===== config.mk =====
export PLATFORM = sky130hd
export DESIGN_NAME = nibble_regfile
export DESIGN_NICKNAME = d
export VERILOG_FILES = /design/src/rtl/nibregs_pkg.sv /design/src/rtl/acc_carry_unit.sv /design/src/rtl/b_counter.sv /design/src/rtl/index_pair.sv /design/src/rtl/nibble_regfile.sv
export SDC_FILE = /design/constraint.sdc
export NUM_CORES = 1
export LEC_CHECK = 0
export BUFFER_PORTS_ARGS = -buffer_cell sky130_fd_sc_hd__buf_2
export CAP_MARGIN = 20
export CELL_PAD_IN_SITES_DETAIL_PLACEMENT = 0
export CELL_PAD_IN_SITES_GLOBAL_PLACEMENT = 1
export CORE_UTILIZATION = 36
export CTS_CLUSTER_SIZE = 16
export DETAILED_ROUTE_END_ITERATION = 10
export HOLD_SLACK_MARGIN = 0.08
export PLACE_DENSITY_LB_ADDON = 0.1
export SETUP_SLACK_MARGIN = 0.1
export SLEW_MARGIN = 30
export SYNTH_ARGS = -nofsm -noshare
export SYNTH_HDL_FRONTEND = slang
export SYNTH_SLANG_ARGS = --single-unit

===== constraint.sdc =====
create_clock -name clk -period 2 [get_ports clk]
set_clock_uncertainty 0.15 [all_clocks]
set_input_delay 0.1 -clock clk [delete_from_list [all_inputs] [get_ports clk]]
set_output_delay 0.1 -clock clk [all_outputs]
set_load 0.03 [all_outputs]

===== src/rtl/nibregs_pkg.sv =====
package nibregs_pkg;
    parameter int unsigned NIB_W = 4;
    localparam int unsigned RING_W = NIB_W + 1;

    typedef logic [NIB_W-1:0] nib_t;

    typedef enum logic [2:0] {
        DST_NONE = 3'd0,
        DST_ACC  = 3'd1,
        DST_B    = 3'd2,
        DST_X    = 3'd3,
        DST_Y    = 3'd4
    } dest_e;

    typedef enum logic [1:0] {
        STEP_HOLD = 2'd0,
        STEP_UP   = 2'd1,
        STEP_DOWN = 2'd2
    } step_e;

    // Ring result layout: {new_carry, new_acc}
    function automatic logic [RING_W-1:0] ring_left(nib_t a, logic c);
        return {a[NIB_W-1], a[NIB_W-2:0], c};
    endfunction

    function automatic logic [RING_W-1:0] ring_right(nib_t a, logic c);
        return {a[0], c, a[NIB_W-1:1]};
    endfunction

    // Upward request has precedence over downward
    function automatic step_e pick_step(logic up, logic dn);
        if (up)      return STEP_UP;
        else if (dn) return STEP_DOWN;
        else         return STEP_HOLD;
    endfunction

    function automatic nib_t apply_step(nib_t v, step_e s);
        case (s)
            STEP_UP:   return v + nib_t'(1);
            STEP_DOWN: return v - nib_t'(1);
            default:   return v;
        endcase
    endfunction
endpackage


===== src/rtl/acc_carry_unit.sv =====
module acc_carry_unit
    import nibregs_pkg::*;
(
    input  logic clk,
    input  logic rst,
    input  logic ld,
    input  nib_t ld_val,
    input  logic ld_cout,
    input  logic c_set,
    input  logic c_clr,
    input  logic rl,
    input  logic rr,
    output nib_t acc_q,
    output logic c_q
);
    typedef struct packed {
        logic c;
        nib_t a;
    } ring_t;

    ring_t cur, nxt;

    always_comb begin
        nxt = cur;
        if (ld)        nxt = '{c: ld_cout, a: ld_val};
        else if (rl)   nxt = ring_t'(ring_left(cur.a, cur.c));
        else if (rr)   nxt = ring_t'(ring_right(cur.a, cur.c));
        else if (c_set) nxt.c = 1'b1;
        else if (c_clr) nxt.c = 1'b0;
    end

    always_ff @(posedge clk) begin
        if (rst) cur <= '0;
        else     cur <= nxt;
    end

    assign acc_q = cur.a;
    assign c_q   = cur.c;


    alu_load_chk: assert property (@(posedge clk) disable iff (rst)
        ld |=> (acc_q == $past(ld_val) && c_q == $past(ld_cout)));


    rot_left_chk: assert property (@(posedge clk) disable iff (rst)
        (rl && !ld) |=> (acc_q[0] == $past(c_q) && c_q == $past(acc_q[NIB_W-1])));


    rot_right_chk: assert property (@(posedge clk) disable iff (rst)
        (rr && !rl && !ld) |=> (acc_q[NIB_W-1] == $past(c_q) && c_q == $past(acc_q[0])));


    carry_set_chk: assert property (@(posedge clk) disable iff (rst)
        (c_set && !ld && !rl && !rr) |=> c_q);
endmodule


===== src/rtl/b_counter.sv =====
module b_counter
    import nibregs_pkg::*;
(
    input  logic clk,
    input  logic rst,
    input  logic ld,
    input  nib_t ld_val,
    input  logic up,
    input  logic dn,
    output nib_t val_q,
    output logic tc
);
    step_e st;

    always_comb begin
        st = ld ? STEP_HOLD : pick_step(up, dn);
        tc = (st == STEP_UP   && val_q == '1) ||
             (st == STEP_DOWN && val_q == '0);
    end

    always_ff @(posedge clk) begin
        if (rst)     val_q <= '0;
        else if (ld) val_q <= ld_val;
        else         val_q <= apply_step(val_q, st);
    end


    b_count_up_chk: assert property (@(posedge clk) disable iff (rst)
        (up && !ld) |=> val_q == $past(val_q) + nib_t'(1));


    b_wrap_chk: assert property (@(posedge clk) disable iff (rst)
        tc |=> (val_q == '0 || val_q == '1));
endmodule


===== src/rtl/index_pair.sv =====
module index_pair
    import nibregs_pkg::*;
#(
    parameter bit HAS_STEP = 1'b0
)(
    input  logic clk,
    input  logic rst,
    input  logic ld,
    input  nib_t ld_val,
    input  logic swap,
    input  logic up,
    input  logic dn,
    output nib_t main_q,
    output nib_t shadow_q
);
    nib_t stepped;

    generate
        if (HAS_STEP) begin : g_step
            always_comb stepped = apply_step(main_q, pick_step(up, dn));
        end else begin : g_hold
            logic unused_steps;
            always_comb begin
                unused_steps = up ^ dn;
                stepped      = main_q;
            end
        end
    endgenerate

    always_ff @(posedge clk) begin
        if (rst) begin
            main_q   <= '0;
            shadow_q <= '0;
        end else if (swap) begin
            main_q   <= shadow_q;
            shadow_q <= main_q;
        end else if (ld) begin
            main_q   <= ld_val;
        end else begin
            main_q   <= stepped;
        end
    end


    swap_atomic_chk: assert property (@(posedge clk) disable iff (rst)
        swap |=> (main_q == $past(shadow_q) && shadow_q == $past(main_q)));


    shadow_quiet_chk: assert property (@(posedge clk) disable iff (rst)
        !swap |=> $stable(shadow_q));
endmodule


===== src/rtl/nibble_regfile.sv =====
module nibble_regfile
    import nibregs_pkg::*;
(
    input  logic       clk,
    input  logic       rst,
    input  logic [3:0] alu_res,
    input  logic       alu_cout,
    input  logic [2:0] dest_sel,
    input  logic       carry_set,
    input  logic       carry_clr,
    input  logic       rot_left,
    input  logic       rot_right,
    input  logic       b_inc,
    input  logic       b_dec,
    input  logic       x_swap,
    input  logic       y_swap,
    input  logic       y_inc,
    input  logic       y_dec,
    output logic [3:0] acc,
    output logic       carry,
    output logic       carry_test,
    output logic [3:0] b_val,
    output logic       b_tc,
    output logic [3:0] x_addr,
    output logic [3:0] spx_val,
    output logic [3:0] y_addr,
    output logic [3:0] spy_val
);
    logic ld_acc, ld_b, ld_x, ld_y;

    always_comb begin
        ld_acc = (dest_sel == DST_ACC);
        ld_b   = (dest_sel == DST_B);
        ld_x   = (dest_sel == DST_X);
        ld_y   = (dest_sel == DST_Y);
    end

    acc_carry_unit u_acc (
        .clk(clk), .rst(rst), .ld(ld_acc), .ld_val(alu_res), .ld_cout(alu_cout),
        .c_set(carry_set), .c_clr(carry_clr), .rl(rot_left), .rr(rot_right),
        .acc_q(acc), .c_q(carry)
    );

    b_counter u_b (
        .clk(clk), .rst(rst), .ld(ld_b), .ld_val(alu_res),
        .up(b_inc), .dn(b_dec), .val_q(b_val), .tc(b_tc)
    );

    index_pair #(.HAS_STEP(1'b0)) u_x (
        .clk(clk), .rst(rst), .ld(ld_x), .ld_val(alu_res), .swap(x_swap),
        .up(1'b0), .dn(1'b0), .main_q(x_addr), .shadow_q(spx_val)
    );

    index_pair #(.HAS_STEP(1'b1)) u_y (
        .clk(clk), .rst(rst), .ld(ld_y), .ld_val(alu_res), .swap(y_swap),
        .up(y_inc), .dn(y_dec), .main_q(y_addr), .shadow_q(spy_val)
    );

    assign carry_test = carry;


    reset_clear_chk: assert property (@(posedge clk)
        rst |=> (acc == '0 && !carry && b_val == '0 && x_addr == '0 &&
                 spx_val == '0 && y_addr == '0 && spy_val == '0));


    y_step_chk: assert property (@(posedge clk) disable iff (rst)
        (y_inc && !y_swap && !ld_y) |=> y_addr == $past(y_addr) + 4'd1);


    x_untouched_chk: assert property (@(posedge clk) disable iff (rst)
        (!ld_x && !x_swap) |=> $stable(x_addr));
endmodule


==> results by group <==
Final layout
  • Footprint of the multi-input gates: between 800 and 900 µm²
  • Finished Layout Cells: 264
  • Sequential cell area: 500 µm²
  • Area growth from synthesis to layout: 28.9%
  • Final instance area: 1850 µm²
  • Antenna cells: 0
  • Filler cells: 389
  • Share of cells above drive strength 1: 0.292
  • Most frequent cells in the layout: buf_2, dfxtp_1, nor2_1
  • Most common cell after layout, fill and taps aside: buf_2
  • Nets: 241

STA
  • Slew @ Worst Pin: 590 ps
  • Setup violators final: 0
  • Final Hold Viols: 0
  • Relative slew slack: 0.605
  • Setup TNS: 0 ps
  • Achievable Freq: about 0.55 GHz
  • Minimum clock period: 1810 ps
  • RSZ-0062 raised after global routing: false
  • Crit share post-route: 0.906
  • Pins Over Slew Limit: 0

Routing
  • Routed length per instance: between 10 and 15 µm
  • # DRC: 0
  • Routed WL: 3.48 mm
  • DRT antenna net count: 0
  • Vias post-DR: about 1300
  • Iteration-0 DRC Markers: 72
  • Initial DRT Pass Iterations: 4
  • Via/cell ratio: 5.06

Worst setup path
  • Critical path class: register to register
  • Critical Path Start: u_y.main_q[0]
  • Slowest stage delay, CP: 440 ps
  • FF-to-FF Start: u_y.main_q[0]
  • Crit-path cells: inv_1, fa_1, xor2_1, nor4_1, a311oi_1, a21oi_1
  • Levels on crit path: 6
  • CP Max Fanout: 4
  • CP bufs+invs: 1
  • Reg-to-reg endpoint: u_y.main_q[2]
  • Startpoint Class: register
  • Delay-heaviest family, CP: adder cells
  • Crit path required time: ~2000 ps
  • R2r setup slk: 190 ps
  • Critical Path Sink: u_y.main_q[2]
  • Worst path arrival time: 1810 ps
  • Cell depth of the worst flop-to-flop path: 6
  • Slowest CP cell: fa_1
  • CP endpoint kind: register

Hold path
  • Hold WC Path Type: primary input to register

Synthesis
  • Synth async-reset ratio: 0
  • Synthesized area per cell: 8.87 µm²
  • Flops & latches, synth: 25
  • Syn Std Cell Area: 1440 µm²
  • Post-synth EDFFs: 0
  • Synth warn: 0
  • Synthesized Nets: 186
  • Top_reg_cell synth: dfxtp_1
  • Sequential area share after synthesis: 0.348
  • Syn Inst Count: roughly 160
  • Synth unique cells: 42

Pwr
  • Pwr dens: approximately 660 nW/µm²
  • Worst VDD drop: 0.284 mV
  • Leak: roughly 0.89 nW

Global route
  • Initial antenna violation count: 0
  • Pin count of the biggest net entering global routing: 17
  • Vias in the first global route: 1263
  • Gr usage total: 0.171
  • Grt ovf: 0
  • First-pass GRT wire length: ~5.7 mm

Clock tree
  • CTS tree: done
  • Cts bufs inserted: 3
  • CTS sink cnt: 25
  • Worst-skew pair later-pin latency: 270 ps
  • H-tree levels: 1
  • Clock Pin Slew Worst Setup and Hold Paths: ~90 ps
  • Clock Path Buffers: 2
  • Clk root buf: clkbuf_8

Floorplan
  • Starting Density: 0.384
  • Die W: around 65 µm
  • Num rows: 22
  • Vert. Die Dim: roughly 65 µm
  • Core area: 3740 µm²
  • Die ar.: between 4000 and 5000 µm²
  • # IOs: 47

Run status
  • Outcome: completed

Place
  • Dpl cells: 250
  • Dpl hpwl: ~2.6 mm
  • Placed inst area: 1700 µm²
  • Gpl congestion: 0.765
  • Port Buf Inserts: 46

Flow run
  • # Max-Cap Violations: 0
-- layer usage --
layer	vias up	track usage	share of wire
li1	686	-	-
met4	0	0.0543	0.0049
met1	614	0.215	0.49
met2	34	0.298	0.46
met3	2	0.0260	0.042
met5	-	0	0
-- synthesized netlist by cell type (4+ instances only) --
library cell	n	area, µm²
nor4_1	4	25.0
dfxtp_1	25	500
inv_1	7	26.3
o211ai_1	5	37.5
nand3_1	5	25.0
mux2_2	5	56.3
mux2i_1	20	200
nor2_1	21	78.8
clkbuf_1	4	15.0
a21oi_1	8	40.0
o21ai_0	4	20.0
nand2_1	12	45.0
-- registers in the layout, indices dropped and copies added (netlist names) --
signal        count
u_acc.acc_q       4
u_b.val_q         4
u_x.main_q        4
u_x.shadow_q      4
u_y.main_q        4
u_y.shadow_q      4
u_acc.c_q         1
-- power breakdown --
group	total (mW)	leakage (nW)	switching [mW]	internal (mW)
combinational	0.341	0.667	0.198	0.144
clock	0.306	0.0217	0.165	0.141
sequential	0.567	0.205	0.0366	0.531
total	1.22	0.893	0.399	0.816
-- layout make-up --
cell class / instances / share of cell area
clock buffer: 3 / 0.0223
clock inverter: 1 / 0.00405
inverter: 7 / 0.0142
multi-input combinational: 122 / 0.471
sequential: 25 / 0.270
tap: 48 / 0.0324
timing repair buffer: 58 / 0.186
-- repair_timing --
action,CTS,global route
resized for setup,0,1
endpoints found under the setup margin,0,1
hold buffers,10,0
endpoints found under the hold margin,11,0
buffers inserted,0,0
-- worst min path at each step --
stage | startpoint | endpoint | slack, ps | cells past startpoint
after floorplan | alu_res[1] | u_b.val_q[1] | 100 | 2
after global placement | carry_clr | u_acc.c_q | 240 | 4
after detailed placement | carry_clr | u_acc.c_q | 240 | 4
after CTS | y_inc | u_y.main_q[2] | 90 | 4
after global routing | x_swap | u_x.shadow_q[1] | 100 | 3
final | y_inc | u_y.main_q[2] | 80 | 4
-- kinds of logic (layout without fill, tap and decap cells) --
| group | after synthesis | count (layout) | share of synthesized area |
|---|---|---|---|
| AO/OA/AOI/OAI | 28 | 28 | 0.132 |
| XOR/XNOR | 4 | 4 | 0.0244 |
| adder cells (fa/ha/maj) | 4 | 4 | 0.0400 |
| buffers and inverters | 15 | 69 | 0.0496 |
| flip-flops | 25 | 25 | 0.348 |
| multiplexers | 25 | 25 | 0.178 |
| AND/OR/NAND/NOR | 61 | 61 | 0.227 |
-- through the flow --
step           worst slack [ps]  utilization  hold slack (ps)  total power, mW
3_5_place_dp                148        0.454              240            0.903
6_report                    188        0.495             84.5             1.22
5_1_grt                    98.3        0.495              102             1.30
2_1_floorplan               105            -             96.8            0.804
3_3_place_gp                232        0.454              237            0.894
4_1_cts                     129        0.493             86.0             1.23
-- worst min-delay path, delay by kind of cell --
family / cells / cell delay, ps
AOI/OAI and AO/OA: 1 / 60
buffers and inverters: 1 / 100
and+or+nand+nor: 2 / 200
Note: power is estimated with default switching activity, not from simulation.
